**src/rtl/lanegather_pkg.sv**
```systemverilog
// Package: shared widths and the operation encoding for the lane match / bit gather unit.
// Assumes the word width is a multiple of the lane width.
package lanegather_pkg;
    localparam int unsigned WORD_W = 64;
    localparam int unsigned LANE_W = 8;
    localparam int unsigned LANES  = WORD_W / LANE_W;

    typedef enum logic {
        OP_MATCH  = 1'b0,
        OP_GATHER = 1'b1
    } op_e;
endpackage

```
**src/rtl/lanegather_match.sv**
```systemverilog
// Module: lane match. Compares each lane of two words and emits an all-ones or
// all-zero mask per lane. Purely combinational; assumes WORD_W = LANES * LANE_W.
module lanegather_match #(
    parameter int unsigned LANE_W = 8,
    parameter int unsigned LANES  = 8,
    localparam int unsigned WORD_W = LANE_W * LANES
) (
    input  logic [WORD_W-1:0] a_i,
    input  logic [WORD_W-1:0] b_i,
    output logic [WORD_W-1:0] mask_o
);
    for (genvar k = 0; k < LANES; k++) begin : g_lane
        // per-lane equality to full-lane mask
        assign mask_o[k*LANE_W +: LANE_W] =
            (a_i[k*LANE_W +: LANE_W] == b_i[k*LANE_W +: LANE_W]) ? {LANE_W{1'b1}} : '0;
    end
endmodule

```
**src/rtl/lanegather_pick.sv**
```systemverilog
// Module: single-bit selector. Picks one bit of a table word using an MSB-first
// index; any index at or beyond the table width gives zero. Combinational.
module lanegather_pick #(
    parameter int unsigned WORD_W = 64,
    parameter int unsigned IDX_W  = 8
) (
    input  logic [WORD_W-1:0] table_i,
    input  logic [IDX_W-1:0]  idx_i,
    output logic              bit_o
);
    localparam int unsigned SEL_W = $clog2(WORD_W);

    logic              in_range;
    logic [SEL_W-1:0]  sel;

    // range test and MSB-first position
    always_comb begin
        in_range = ({{(32-IDX_W){1'b0}}, idx_i} < WORD_W);
        sel      = SEL_W'(WORD_W - 1) - idx_i[SEL_W-1:0];
        bit_o    = in_range ? table_i[sel] : 1'b0;
    end
endmodule

```
**src/rtl/lanegather_gather.sv**
```systemverilog
// Module: bit gather. Each index byte (taken from the MSB end) picks one table bit;
// the picked bits fill the low lane MSB-first, upper bits are zero. Combinational.
module lanegather_gather #(
    parameter int unsigned LANE_W = 8,
    parameter int unsigned LANES  = 8,
    localparam int unsigned WORD_W = LANE_W * LANES
) (
    input  logic [WORD_W-1:0] idx_i,
    input  logic [WORD_W-1:0] table_i,
    output logic [WORD_W-1:0] gath_o
);
    logic [LANES-1:0] picked;

    for (genvar j = 0; j < LANES; j++) begin : g_pick
        lanegather_pick #(.WORD_W(WORD_W), .IDX_W(LANE_W)) pick_i (
            .table_i (table_i),
            .idx_i   (idx_i[WORD_W-1-j*LANE_W -: LANE_W]),
            .bit_o   (picked[LANES-1-j])
        );
    end

    // zero-extend the packed gather bits
    assign gath_o = {{(WORD_W-LANES){1'b0}}, picked};
endmodule

```
**src/rtl/lanegather_unit.sv**
```systemverilog
// Module: top of the lane match / bit gather unit. Selects one of the two
// combinational results and registers it with a one-cycle valid strobe.
// Assumes a synchronous active-low reset; data register holds when idle.
module lanegather_unit
    import lanegather_pkg::*;
(
    input  logic              clk,
    input  logic              rst_n,
    input  logic              in_valid,
    input  logic              op_sel,
    input  logic [WORD_W-1:0] src_a,
    input  logic [WORD_W-1:0] src_b,
    output logic              res_valid,
    output logic [WORD_W-1:0] res_data
);
    logic [WORD_W-1:0] match_res;
    logic [WORD_W-1:0] gath_res;
    logic [WORD_W-1:0] next_res;

    lanegather_match #(.LANE_W(LANE_W), .LANES(LANES)) match_i (
        .a_i    (src_a),
        .b_i    (src_b),
        .mask_o (match_res)
    );

    lanegather_gather #(.LANE_W(LANE_W), .LANES(LANES)) gather_i (
        .idx_i   (src_a),
        .table_i (src_b),
        .gath_o  (gath_res)
    );

    // operation select
    always_comb begin
        next_res = (op_e'(op_sel) == OP_GATHER) ? gath_res : match_res;
    end

    // valid strobe register
    always_ff @(posedge clk) begin
        if (!rst_n) res_valid <= 1'b0;
        else        res_valid <= in_valid;
    end

    // result register, loads only on an accepted request
    always_ff @(posedge clk) begin
        if (!rst_n)        res_data <= '0;
        else if (in_valid) res_data <= next_res;
    end
endmodule

```
**config.mk**
```make
export PLATFORM = sky130hd
export DESIGN_NAME = lanegather_unit
export DESIGN_NICKNAME = d
export VERILOG_FILES = /design/src/rtl/lanegather_pkg.sv /design/src/rtl/lanegather_match.sv /design/src/rtl/lanegather_pick.sv /design/src/rtl/lanegather_gather.sv /design/src/rtl/lanegather_unit.sv
export SDC_FILE = /design/constraint.sdc
export NUM_CORES = 1
export LEC_CHECK = 0
export ABC_AREA = 0
export BUFFER_PORTS_ARGS = -buffer_cell sky130_fd_sc_hd__buf_4
export CAP_MARGIN = 20
export CORE_MARGIN = 2
export CORE_UTILIZATION = 55
export CTS_CLUSTER_DIAMETER = 120
export DETAILED_ROUTE_END_ITERATION = 8
export GPL_ROUTABILITY_DRIVEN = 0
export PLACE_DENSITY_LB_ADDON = 0.25
export SLEW_MARGIN = 10
export SYNTH_ARGS = -nofsm -noshare
export SYNTH_HDL_FRONTEND = slang
export SYNTH_HIERARCHICAL = 1
export SYNTH_SLANG_ARGS = --single-unit
```
**constraint.sdc**
```tcl
create_clock -name clk -period 2.5 [get_ports clk]
set_input_delay 0.375 -clock clk [delete_from_list [all_inputs] [get_ports clk]]
set_output_delay 0.375 -clock clk [all_outputs]
set_load 0.02 [all_outputs]
```
After elaboration in Yosys (flattened, before gate mapping)

Cells that the tools add are included.

Add/subtract/negate cells: 8
$lt $le $gt $ge: 16
Equality and inequality tests: 8
Multiplexer cells: 33

Operators by type and width:

| kind                                                                  | number |
|---|---|
| 8-bit == test                                                         | 8 |
| 8-bit by 7-bit < comparator with 1-bit output (second input constant) | 8 |
| 64-bit 2-to-1 mux                                                     | 1 |
| 8-bit 2-to-1 mux                                                      | 8 |
| 6-bit by 7-bit < comparator with 1-bit output (second input constant) | 8 |
| 1-bit binary-select mux with 6-bit select                             | 8 |
| 6-bit subtractor (first input constant)                               | 8 |
| 1-bit 2-to-1 mux                                                      | 16 |

Flip-flop bits (word level): 65
Word-level logic and storage cells: 67

Longest topological paths before layout

Gate-level depths: netlist (run 1).

Word-level depth: 5
Depth in mapped cells: 9
Depth with buffers taken out: 7

Modules after synthesis

The synthesis (run 1) kept the hierarchy.

By module, submodules not included:

| module            | instances | cells each | area an instance (um^2) |
|---|---|---|---|
| lanegather_pick   | 8         | 42         | 606.8 |
| lanegather_unit   | 1         | 286        | 2782.7 |
| lanegather_match  | 1         | 144        | 1111.1 |
| lanegather_gather | 1         | 57         | 424.2 |

Worst setup path after synthesis (run 1)

Ideal clock, no wire load.

Path type: input -> register
From: in src_a[0]
To: reg res_data[0]
Library setup time: 130 ps
Arrival: 1988 ps
Required time: 2370 ps
Path slack: 382 ps
Stages: 8
Path buffers: 1
Cell sequence: buf_6 mux4_1 mux2_2 and3_1 nor4_1 o22ai_1 mux2i_1 a21oi_1

Cells in the longest elaborated chain, start to end: 5
Elaborated cells between the ends (all ways): 8
Classes of those cells: 1 x add/sub; 1 x order compare; 1 x eq/ne; 5 x mux

Ends and longest elaborated chain:

| item                                      | RTL line              | RTL |
|---|---|---|
| from (decl)                               | lanegather_unit.sv:11 | `input logic [WORD_W-1:0] src_a,` |
| 6-bit subtractor                          | lanegather_pick.sv:19 | `sel = SEL_W'(WORD_W - 1) - idx_i[SEL_W-1:0];` |
| 1-bit binary-select mux with 6-bit select | lanegather_pick.sv:20 | `bit_o = in_range ? table_i[sel] : 1'b0;` |
| 1-bit 2-to-1 mux (implied by the code)    | lanegather_pick.sv:20 |  |
| 1-bit 2-to-1 mux *                        | lanegather_pick.sv:20 |  |
| named net gath_res[0]                     | lanegather_unit.sv:17 | `logic [WORD_W-1:0] gath_res;` |
| 64-bit 2-to-1 mux *                       | lanegather_unit.sv:34 | `next_res = (op_e'(op_sel) == OP_GATHER) ? gath_res : match_res;` |
| to (signal assigned)                      | lanegather_unit.sv:46 | `else if (in_valid) res_data <= next_res;` |
| to (decl)                                 | lanegather_unit.sv:14 | `output logic [WORD_W-1:0] res_data` |

Mark *: on every way through the listed nets, which the timed path passes. The rest lies on a longest branch. The select of a mux whose other input is x is not followed.
A chain may end at the register's enable or synchronous reset.

Worst setup path after layout (run 1)

From: in src_a[40]
To: reg res_data[5]

Same word-level chain as after synthesis.

==> flow_metrics.tcl, run 1 <==
set metrics [dict create \
    start_util_pct 55.7 \
    setup_slack_ns 0.317 \
    grt_pass1_vias 7237 \
    via_per_inst 6.60 \
    dp_hpwl_um 19600 \
    synthesis.area_mm2 0.00917 \
    top_layer_used "met4" \
    grt_first_pass_wirelength_um 41900 \
    wl_per_cell_um 23.8 \
    yosysSeqAreaShare_pct 14.2 \
    ys_types 26 \
    num_io_pins 197 \
    n_antenna_cell 0 \
    pre_cts_slack_ns 0.0723 \
    async_flop_share_pct 0 \
    swShare_pct 31.5 \
    status "finished, final reports clean" \
    slew_headroom_pct 54.6 \
    fin_skew_ns 0 \
    antenna_found_initial 0 \
    overflow 0 \
    worst_setup_path_start_kind "primary input" \
    clockBufferDepth 2 \
    hold_viol 0 \
    drive_above_1_share_pct 38.1 \
    clock-sinks 65 \
    synth_warnings 6 \
    cap_violations 0 \
    holdBufCountCts 0 \
    die-area_mm2 0.0177 \
    required_ns 2.70 \
    tns_ns 0 \
    min_period_ns 2.18 \
    clock_latency_ns 0.32 \
    finalSetupViolations 0 \
    timing.rr.end "res_data[1]" \
    path_cells "buf_4 > mux4_1 > mux2_2 > and3_1 > nor4_1 > o22ai_1 > mux2i_1 > a21oi_1" \
    r2r-start "res_data[1]" \
    dr.pass1.iters 6 \
    drtAntennaViolNets 0 \
    wl_met2_um 12500 \
    core_region_area_mm2 0.0165 \
    grt_start_max_net_pins 66 \
    cts_max_level 3 \
    wl_met3_um 3570 \
    crit_slowest_cell "mux4_1" \
    ys_seq_elements 65 \
    drtIter0Drc 755 \
    leakage_nw 4.16 \
    drc 0 \
    worstRegToRegCells 2 \
    wl_met1_um 10100 \
    peakVddDrop_mv 0.346 \
    min_path_type "in -> reg" \
    totalWireLength_um 27400 \
    slowest_delay_ns 0.60 \
    finalCritPeriodShare_pct 87.3 \
    die_h_um 133 \
    comb_power_share_pct 38.7 \
    die_w_um 133 \
    whs_path_depth 2 \
    criticalPathCategory "in -> reg" \
    maxSlewViolCount 0 \
    crit_fanout 7 \
    cellPowerDensity_mw_per_mm2 420 \
    p_sw_mw 1.33 \
    fin_nets 1061 \
    fmax_ghz 0.458 \
    r2r_slack_ns 1.82 \
    cts_tree "built" \
    ys.flop_type "dfxtp_1" \
    synth_edf_count 0 \
    clk_pin_slew_ns 0.05 \
    netlist_instances 823 \
    tightestPinTransition_ns 0.679 \
    p_int_mw 2.90 \
    rows 47 \
    cp.arrival_ns 2.38 \
    power.clock.fraction_pct 34.4 \
    worst_hold_path.endpoint "res_data[50]" \
    io_buffers 196 \
    cts_buffers 9 \
    syn_area_per_cell_um2 11.1 \
    min-delay-start "in_valid" \
    cts_setup_buffers 0 \
    cts_resized 0 \
    track_usage_pct 30.5 \
    worst_setup_path_end_kind "register" \
    vias 7622 \
    syn2layout_area_growth_pct 9.88 \
    rsz0062_at_grt "false" \
    p_seq_share_pct 26.9 \
    cts_root_buf "clkbuf_16" \
]
==> power groups by stage <==
| stage | Sequential (mW) | Combinational (mW) | Clock [mW] |
|---|---|---|---|
| floorplan | 1.23 | 1.05 | 0 |
| global placement | 1.16 | 1.58 | 0 |
| detailed placement | 1.16 | 1.61 | 0 |
| CTS | 1.14 | 1.61 | 1.48 |
| global route | 1.14 | 1.73 | 1.53 |
| finish | 1.14 | 1.64 | 1.45 |
==> critical path: cells and delay by family <==
family / cells / cell delay, ns
AOI/OAI and AO/OA: 2 / 0.22
muxes: 3 / 1.10
buffers and inverters: 1 / 0.19
and+or+nand+nor: 2 / 0.49
==> cell families after synthesis <==
group,count (synthesis),share of synthesized area (%)
mux,248,47.5
buf+inv,188,17.7
compound gates,160,8.84
simple gates,97,5.63
flops,65,14.2
xor+xnor,64,6.11
other cells,1,0.0409
==> cell usage after synthesis (12+ instances only) <==
master	instances	area share (%)
o21ai_0	80	4.4
mux2i_1	96	10
clkbuf_8	16	2.4
dfxtp_1	65	14
mux4_1	40	11
a21oi_1	72	3.9
mux2_2	16	2.0
nor2_1	24	0.98
nor3_1	16	0.87
buf_6	17	2.1
nand4_1	16	1.1
nand2_1	16	0.65
clkbuf_1	12	0.49
buf_4	113	9.2
mux4_2	96	24
xnor2_1	64	6.1
==> per-stage QoR <==
stage / instances / area [µm²] / hold WS [ns] / utilization [%] / total power, mW
2_1_floorplan: 878 / 9380 / 0.592 / - / 2.28
3_3_place_gp: 1138 / 9740 / 0.504 / 59.1 / 2.74
3_5_place_dp: 1138 / 9740 / 0.515 / 59.1 / 2.76
4_1_cts: 1154 / 10100 / 0.479 / 61.2 / 4.23
5_1_grt: 1154 / 10100 / 0.498 / 61.2 / 4.40
6_report: 1154 / 10100 / 0.482 / 61.2 / 4.23
==> cells in the final DEF, fill, tap and decap left out <==
cell type,n
mux4_2,96
buf_12,2
mux2i_1,96
nor3_2,8
nor4_1,8
bufinv_16,3
mux2_2,16
and2_1,1
mux4_1,40
nand2_1,16
inv_6,1
inv_1,8
clkinv_4,1
nor3_1,16
a21oi_1,72
nor2_1,24
buf_4,218
and3_1,8
nand4_1,16
o22ai_1,8
conb_1,56
clkinv_2,2
o21ai_0,80
xnor2_1,64
clkbuf_16,9
dfxtp_1,65
==> state kept, by name, summed over array words and instances (netlist names) <==
| register | count |
|---|---|
| res_data | 64 |
| res_valid | 1 |
==> area by class of cell <==
| cell class | count | area, µm² |
|---|---|---|
| fillers | 1420 | 6390 |
| inverters | 8 | 30.0 |
| well taps | 220 | 275 |
| flip-flops and latches | 65 | 1300 |
| clock inverters | 7 | 118 |
| repair buffers | 220 | 1680 |
| clock buffers | 9 | 225 |
| multi-input cells | 625 | 6450 |
==> routing by layer <==
layer / GRT usage, % / vias to the layer above
met2: 48.0 / 641
met1: 41.0 / 3604
li1: - / 3270
met5: 0 / -
met4: 13.5 / 0
met3: 6.62 / 107
==> worst max path at each step <==
| stage | from | endpoint | slack, ns | cells after the start |
|---|---|---|---|---|
| floorplan | src_a[0] | res_data[0] | 0.38 | 8 |
| global placement | src_a[40] | res_data[5] | 0.06 | 8 |
| detailed placement | src_a[40] | res_data[5] | 0.07 | 8 |
| CTS | src_a[40] | res_data[5] | 0.39 | 8 |
| global route | src_a[40] | res_data[5] | 0.17 | 8 |
| finish | src_a[40] | res_data[5] | 0.32 | 8 |
Power figures use the tool's default switching activity.
==> run 2: changes to the inputs <==
Settings changed: PLACE_DENSITY_LB_ADDON 0.25 to 0.1.
==> run 2 against run 1 <==
Against the previous run: first-iteration DRC count grew 28%; global-route usage rose by 2.8 points; clock-buffer cell count unchanged; worst setup slack gained 0.026 ns; final cell count fell by 0.17%; flip-flop and latch count unchanged; clock power fell by 12%; register-to-register slack got worse by 0.04 ns; critical path type unchanged; wire length is 9.1% higher.
==> flow_metrics.tcl, run 2 (same netlist as run 1, synthesis figures left out) <==
set metrics [dict create \
    worst_setup_path_end_kind "register" \
    track_usage_pct 33.3 \
    clock-sinks 65 \
    cts_setup_buffers 0 \
    finalNonFillerCells 1152 \
    grt_pass1_vias 7465 \
    core_region_area_mm2 0.0165 \
    die_w_um 133 \
    min_path_type "reg -> reg" \
    seq_area_mm2 0.00130 \
    grt_first_pass_wirelength_um 44500 \
    tns_ns 0 \
    power_mw 4.06 \
    crit_fanout 10 \
    wl_per_cell_um 26.0 \
    overflow 0 \
    dp_cells 1135 \
    clk_pin_slew_ns 0.05 \
    antenna_found_initial 0 \
    hold_viol 0 \
    cts_buffers 9 \
    finish.utilization_pct 60.6 \
    status "finished, final reports clean" \
    dr.pass1.iters 6 \
    start_util_pct 55.7 \
    tightestPinTransition_ns 0.787 \
    cellPowerDensity_mw_per_mm2 406 \
    die-area_mm2 0.0177 \
    io_buffers 196 \
    die_h_um 133 \
    totalWireLength_um 29900 \
    largest_register "res_data" \
    grt_start_max_net_pins 71 \
    criticalPathCategory "in -> reg" \
    dp_hpwl_um 20600 \
    cts_max_level 3 \
    vias 7787 \
    drc 0 \
    holdBufCountCts 0 \
    cap_violations 0 \
    maxSlewViolCount 0 \
    num_io_pins 197 \
    cts_tree "built" \
    cts_root_buf "clkbuf_16" \
    cp.arrival_ns 2.34 \
    fin_nets 1058 \
    layout_common_cells "buf_4 (217), mux2i_1 (96), mux4_2 (96), o21ai_0 (80), a21oi_1 (72)" \
    via_per_inst 6.76 \
    worst_setup_path_start_kind "primary input" \
    drtIter0Drc 970 \
    cts_resized 0 \
    min_period_ns 2.16 \
    clockBufferDepth 2 \
    finalSetupViolations 0 \
    finalCritPeriodShare_pct 86.3 \
    rsz0062_at_grt "false" \
    multi_input_area_mm2 0.00645 \
    largestRegisters "res_data x64, res_valid x1" \
    largest_register_ffs 64 \
    required_ns 2.69 \
    slew_headroom_pct 47.3 \
    fmax_ghz 0.464 \
    rows 47 \
    fillCellCount 1383 \
    final_common_cell "buf_4" \
    fin_skew_ns 0 \
    peakVddDrop_mv 0.284 \
    leakage_nw 4.11 \
    syn2layout_area_growth_pct 8.87 \
    drive_above_1_share_pct 37.9 \
    drtAntennaViolNets 0 \
    clock_latency_ns 0.33 \
]
[run 2: cell type report]
class	instances	area share, %
Multi-Input combinational cell	625	64.6
Timing Repair Buffer	217	16.3
Sequential cell	65	13.0
Tap cell	220	2.76
Clock buffer	9	2.26
Clock inverter	7	0.702
Inverter	8	0.301
Antenna cell	1	0.0251
[run 2: per-layer routing]
layer	up-vias	routed length (µm)	track usage, %	share of wire, %
li1	3265	-	-	-
met1	3666	10400	41.4	35
met4	0	2000	19.5	6.7
met3	177	3880	9.93	13
met5	-	0	0	0
met2	679	13700	51.8	46
[run 2: path summary, 6_finish.rpt]
kind	startpoint	end	slack, ns	cells past startpoint
setup reg to reg	res_data[6]	res_data[6]	1.78	2
hold reg to reg	res_data[34]	res_data[34]	0.53	2
hold / removal	res_data[34]	res_data[34]	0.53	2
setup / recovery	src_a[16]	res_data[2]	0.34	8
[run 2: report_power, final]
group          internal (mW)  total (mW)  switching, mW
registers               1.10        1.14         0.0344
logic                  0.814        1.65          0.836
clock network          0.772        1.27          0.500
total                   2.69        4.06           1.37
[run 2: stage by stage]
step           worst slack (ns)  area, µm²  hold slack, ns
6_report                  0.343       9990           0.531
5_1_grt                   0.180       9980           0.556
3_5_place_dp             0.0267       9690           0.512
4_1_cts                   0.355       9980           0.530
3_3_place_gp             0.0713       9690           0.506
2_1_floorplan             0.382       9380           0.592
[run 2: worst max-delay path, cell delays in order]
cell     delay [ns]
buf_4          0.21
mux4_1         0.58
mux2_2         0.32
and3_1         0.19
nor4_1         0.27
o22ai_1        0.14
mux2i_1        0.16
a21oi_1        0.09
